===== src/rtl/fmk_pkg.sv =====
package fmk_pkg;
  localparam int NUM_MARKS = 4;

  typedef enum logic [1:0] {
    SEL_SLOT  = 2'd0,
    SEL_FRAME = 2'd1,
    SEL_SEQ   = 2'd2,
    SEL_SFN   = 2'd3
  } mark_sel_e;
endpackage


===== src/rtl/fmk_mod_counter.sv =====
module fmk_mod_counter #(
  parameter int MOD = 4,
  localparam int W = (MOD > 1) ? $clog2(MOD) : 1
) (
  input  logic         clk,
  input  logic         rst_n,
  input  logic         clr,
  input  logic         inc,
  output logic [W-1:0] cnt
);
  localparam logic [W-1:0] LAST = W'(MOD - 1);

  always_ff @(posedge clk) begin
    if (!rst_n) begin
      cnt <= '0;
    end else if (clr) begin
      cnt <= '0;
    end else if (inc) begin
      cnt <= (cnt == LAST) ? '0 : cnt + 1'b1;
    end
  end
endmodule


===== src/rtl/fmk_marker_mux.sv =====
module fmk_marker_mux
  import fmk_pkg::*;
(
  input  logic [NUM_MARKS-1:0] marks,
  input  logic [1:0]           sel,
  output logic                 mark_o
);
  always_comb begin
    unique case (mark_sel_e'(sel))
      SEL_SLOT:  mark_o = marks[SEL_SLOT];
      SEL_FRAME: mark_o = marks[SEL_FRAME];
      SEL_SEQ:   mark_o = marks[SEL_SEQ];
      SEL_SFN:   mark_o = marks[SEL_SFN];
      default:   mark_o = 1'b0;
    endcase
  end
endmodule


===== src/rtl/fmk_timing_gen.sv =====
module fmk_timing_gen
  import fmk_pkg::*;
#(
  parameter int CHIPS_PER_SLOT  = 2560,
  parameter int SLOTS_PER_FRAME = 15,
  parameter int FN_W            = 12,
  parameter int SEQ_CHIPS       = 76800
) (
  input  logic            clk,
  input  logic            rst_n,
  input  logic            chip_en,
  input  logic            seq_start,
  input  logic            sfn_mark_en,
  input  logic [1:0]      sel_a,
  input  logic [1:0]      sel_b,
  output logic            mark_a,
  output logic            mark_b,
  output logic [FN_W-1:0] frame_num
);
  localparam int CHIP_W = (CHIPS_PER_SLOT > 1) ? $clog2(CHIPS_PER_SLOT) : 1;
  localparam int SLOT_W = (SLOTS_PER_FRAME > 1) ? $clog2(SLOTS_PER_FRAME) : 1;
  localparam int SEQ_W  = (SEQ_CHIPS > 1) ? $clog2(SEQ_CHIPS) : 1;
  localparam int FN_MOD = 2 ** FN_W;

  localparam logic [CHIP_W-1:0] CHIP_LAST = CHIP_W'(CHIPS_PER_SLOT - 1);
  localparam logic [SLOT_W-1:0] SLOT_LAST = SLOT_W'(SLOTS_PER_FRAME - 1);
  localparam logic [FN_W-1:0]   FN_LAST   = FN_W'(FN_MOD - 1);

  logic [CHIP_W-1:0] chip_cnt;
  logic [SLOT_W-1:0] slot_cnt;
  logic [SEQ_W-1:0]  seq_cnt;

  logic chip_inc, slot_inc, fn_inc;
  logic chip_first, slot_first, fn_first, seq_first;
  logic fn_wrap;
  logic wrapped;
  logic [NUM_MARKS-1:0] mark_vec;

  // A start cycle never counts as a chip.
  assign chip_inc   = chip_en & ~seq_start;
  assign chip_first = (chip_cnt == '0);
  assign slot_first = (slot_cnt == '0);
  assign fn_first   = (frame_num == '0);
  assign seq_first  = (seq_cnt == '0);
  assign slot_inc   = chip_inc & (chip_cnt == CHIP_LAST);
  assign fn_inc     = slot_inc & (slot_cnt == SLOT_LAST);
  assign fn_wrap    = fn_inc & (frame_num == FN_LAST);

  fmk_mod_counter #(.MOD(CHIPS_PER_SLOT)) u_chip_cnt (
    .clk(clk), .rst_n(rst_n), .clr(seq_start), .inc(chip_inc), .cnt(chip_cnt)
  );

  fmk_mod_counter #(.MOD(SLOTS_PER_FRAME)) u_slot_cnt (
    .clk(clk), .rst_n(rst_n), .clr(seq_start), .inc(slot_inc), .cnt(slot_cnt)
  );

  fmk_mod_counter #(.MOD(FN_MOD)) u_frame_cnt (
    .clk(clk), .rst_n(rst_n), .clr(seq_start), .inc(fn_inc), .cnt(frame_num)
  );

  fmk_mod_counter #(.MOD(SEQ_CHIPS)) u_seq_cnt (
    .clk(clk), .rst_n(rst_n), .clr(seq_start), .inc(chip_inc), .cnt(seq_cnt)
  );

  // Distinguishes a frame 0 reached by wrap from one reached by start.
  always_ff @(posedge clk) begin
    if (!rst_n || seq_start) begin
      wrapped <= 1'b0;
    end else if (fn_wrap) begin
      wrapped <= 1'b1;
    end
  end

  // One-clock marker pulses for the chip just processed.
  always_ff @(posedge clk) begin
    if (!rst_n || !chip_inc) begin
      mark_vec <= '0;
    end else begin
      mark_vec[SEL_SLOT]  <= chip_first;
      mark_vec[SEL_FRAME] <= chip_first & slot_first;
      mark_vec[SEL_SEQ]   <= seq_first;
      mark_vec[SEL_SFN]   <= chip_first & slot_first & fn_first & wrapped & sfn_mark_en;
    end
  end

  fmk_marker_mux u_mux_a (.marks(mark_vec), .sel(sel_a), .mark_o(mark_a));
  fmk_marker_mux u_mux_b (.marks(mark_vec), .sel(sel_b), .mark_o(mark_b));
endmodule


===== config.mk =====
export PLATFORM = sky130hd
export DESIGN_NAME = fmk_timing_gen
export DESIGN_NICKNAME = d
export VERILOG_FILES = /design/src/rtl/fmk_pkg.sv /design/src/rtl/fmk_mod_counter.sv /design/src/rtl/fmk_marker_mux.sv /design/src/rtl/fmk_timing_gen.sv
export SDC_FILE = /design/constraint.sdc
export NUM_CORES = 1
export LEC_CHECK = 0
export BUFFER_PORTS_ARGS = -buffer_cell sky130_fd_sc_hd__buf_2
export CELL_PAD_IN_SITES_DETAIL_PLACEMENT = 0
export CELL_PAD_IN_SITES_GLOBAL_PLACEMENT = 1
export CORE_UTILIZATION = 48
export DETAILED_ROUTE_END_ITERATION = 7
export PLACE_DENSITY = 0.9
export SLEW_MARGIN = 0
export SYNTH_ARGS = -nofsm -noshare
export SYNTH_HDL_FRONTEND = slang
export SYNTH_SLANG_ARGS = --single-unit
export TNS_END_PERCENT = 100

===== constraint.sdc =====
create_clock -name clk -period 2.8 [get_ports clk]
set_input_delay 0.28 -clock clk [delete_from_list [all_inputs] [get_ports clk]]
set_output_delay 0.28 -clock clk [all_outputs]
set_load 0.02 [all_outputs]

==> results.toml <==
[outcome]
status = "complete, no violations"

[route]
drtPass1Iterations = 4
vias = 2311
wl_met2_um = 2500
wl_met1_um = 2910
drc_errors = 0
wl_met3_um = 143
dr.max_layer_used = "met4"
detail-route-antenna-nets = 0
routed_wl_um = 5610
post_drt_wl_per_cell_um = 14.3
drt-initial-drc-count = 209
vias_per_cell = 5.91

[sta]
drv_slew = 0
setup_violations = 0
worst_clock_skew_ns = 0.00432
final_hold_viol_count = 0
slew_headroom_pct = 65.7
finalSetupTns_ns = 0
fin_crit_sh_pct = 69.5
finalWorstSetupSlack_ns = 0.854
period_minus_slack_ns = 1.95
tightest_slew_ns = 0.515
max_freq_mhz = 514
grt_setup_unrepaired = "false"

[grt]
grt_usage_pct = 21.3
grt_max_degree = 23
grt_pass1_wl_um = 9120
antenna_found_initial = 0
overflow = 0
grt_pass1_vias = 1961

[cts]
clk_path_buf_depth = 2
cts_resized = 0
htree_levels = 2
cts_hold_repair.buffers = 0
clk_pin_slew_worst_paths_ns = 0.09
cts_tree = "done"
cts-root-buf = "clkbuf_8"
insertion_delay_ns = 0.30
clock_sinks = 50
cts_made_buffers = 5
postCtsSetupBuffers = 0

[logic_synthesis]
syn_avg_cell_area_um2 = 8.56
ys_warn_count = 0
netlist-cell-type-count = 50
syn_nets = 313
synth.cell_area_mm2 = 0.00255
synth_enable_flop_cells = 0
syn_inst = 298
synth_ff_type = "dfxtp_1"
synth_seq_cells = 50
synthArstFlopShare_pct = 0
synth_seq_area_share_pct = 39.3

[pwr]
leakage_nw = 0.975
p_total_w = 0.00118
max-vdd-ir-drop_mv = 0.224
powerDensity_mw_per_mm2 = 419

[die]
core_mm2 = 0.00511
rows = 26
fp.dieH_um = 74.9
start_util_pct = 49.9
die_w_um = 74.9
ioPinCount = 23
die_area_mm2 = 0.00561

[cells_and_area]
post_route_cells_drive_above_1_share_pct = 12.8
nets = 335
layout_common_cells = "dfxtp_1, nor2_1, nand2_1, buf_2, nand3_1"
area_growth_pct = 10.8
final_area_mm2 = 0.00283
mostFrequentLayoutCell = "dfxtp_1"
stdcell_count = 391
seqCellArea_mm2 = 0.00100
num_antenna_cells = 0
multi_input_area_mm2 = 0.00146
n_fill_cell = 509

[placement]
numPortBuffers = 22
gp_congestion = 0.802
placed_cells = 383
pre_cts_slack_ns = 0.869
dpl_cell_area_mm2 = 0.00274
hpwl_um = 4000

[critical_path]
critPathRequiredTime_ns = 3.03
crit_path_top_delay_cell = "or4_1"
path_cells = "ha_1, and3b_1, nand4_1, buf_4, or4_1, a31oi_1"
crit_path_end_kind = "flip-flop"
cp_max_fo = 22
critPathMaxStageDelay_ns = 0.51
crit_family = "simple AND/OR/NAND/NOR gates"
cp_num_buf_inv = 1
critPathArrivalTime_ns = 2.18
worstSetupPathType = "flip-flop to flip-flop"
critPathLaunchType = "flip-flop"

[run]
cap_violations = 0

[min_path]
hold_path.class = "primary input to flip-flop"
==> worst paths after layout <==
path / depth (start not counted) / start / slack [ns] / end
max reg2reg: 6 / u_chip_cnt.cnt[1] / 0.85 / u_frame_cnt.cnt[5]
max: 6 / u_chip_cnt.cnt[1] / 0.85 / u_frame_cnt.cnt[5]
min reg2reg: 1 / wrapped / 0.49 / wrapped
min: 3 / chip_en / 0.34 / mark_vec[2]
==> cells in the mapped netlist (2+ instances only) <==
cell / count / area (um2)
xnor2_1: 7 / 61.3
inv_1: 12 / 45.0
nand3_1: 18 / 90.1
a21oi_1: 17 / 85.1
clkbuf_1: 11 / 41.3
or3_1: 7 / 43.8
or4_1: 12 / 90.1
o22ai_1: 3 / 18.8
nor2_1: 27 / 101
nor3b_1: 2 / 15.0
xor2_1: 12 / 105
a211oi_1: 3 / 22.5
nand4b_1: 4 / 35.0
o31ai_1: 8 / 60.1
and4b_1: 3 / 30.0
nor4_1: 10 / 62.6
dfxtp_1: 50 / 1000
nor3_1: 6 / 30.0
ha_1: 6 / 75.1
and3_1: 3 / 18.8
nand2b_1: 2 / 12.5
nand4_1: 12 / 75.1
mux4_2: 2 / 45.0
o21ai_0: 8 / 40.0
nand2_1: 22 / 82.6
nor2b_1: 2 / 12.5
a31oi_1: 2 / 12.5
and4_1: 5 / 43.8
==> layout make-up <==
class	count	area share (%)
clock buffers	6	2.57
inverters	12	1.59
multi-input cells	224	51.6
flip-flops and latches	50	35.4
well taps	70	3.10
repair buffers	27	5.22
clock inverters	2	0.487
==> stage by stage <==
step / util (%) / hold slack [ns]
global route: 55.3 / 0.337
CTS: 55.3 / 0.328
global placement: 53.7 / 0.451
finish: 55.3 / 0.338
floorplan: - / 0.441
detailed placement: 53.7 / 0.469
==> power by group <==
part / total, W / internal (W) / switching (W) / leakage, nW
Clock: 0.000418 / 0.000177 / 0.000241 / 0.0452
Sequential: 0.000715 / 0.000713 / 0.00000192 / 0.403
Combinational: 0.0000497 / 0.0000190 / 0.0000307 / 0.527
==> layer usage <==
metal	global-route usage, %	vias to the layer above
met1	30.6	1108
met3	4.42	6
met4	5.03	0
li1	-	1160
met5	0	-
met2	32.6	37
==> tightest hold or removal path, stage by stage <==
cell     delay (ns)
buf_2          0.17
nand2_1        0.10
nor2_1         0.05
==> flip-flops by register name, indices dropped and copies added, names as in the netlist <==
name	count
u_frame_cnt.cnt	12
u_seq_cnt.cnt	17
u_slot_cnt.cnt	4
wrapped	1
mark_vec	4
u_chip_cnt.cnt	12
==> cells by family after synthesis <==
family	after synthesis	synth area share [%]
flops	50	39.3
simple gates	146	33.3
compound gates	50	12.3
fa+ha+maj	6	2.94
buf+inv	24	3.53
xor+xnor	19	6.53
mux	3	2.16
Note: power is estimated with default switching activity, not from simulation.
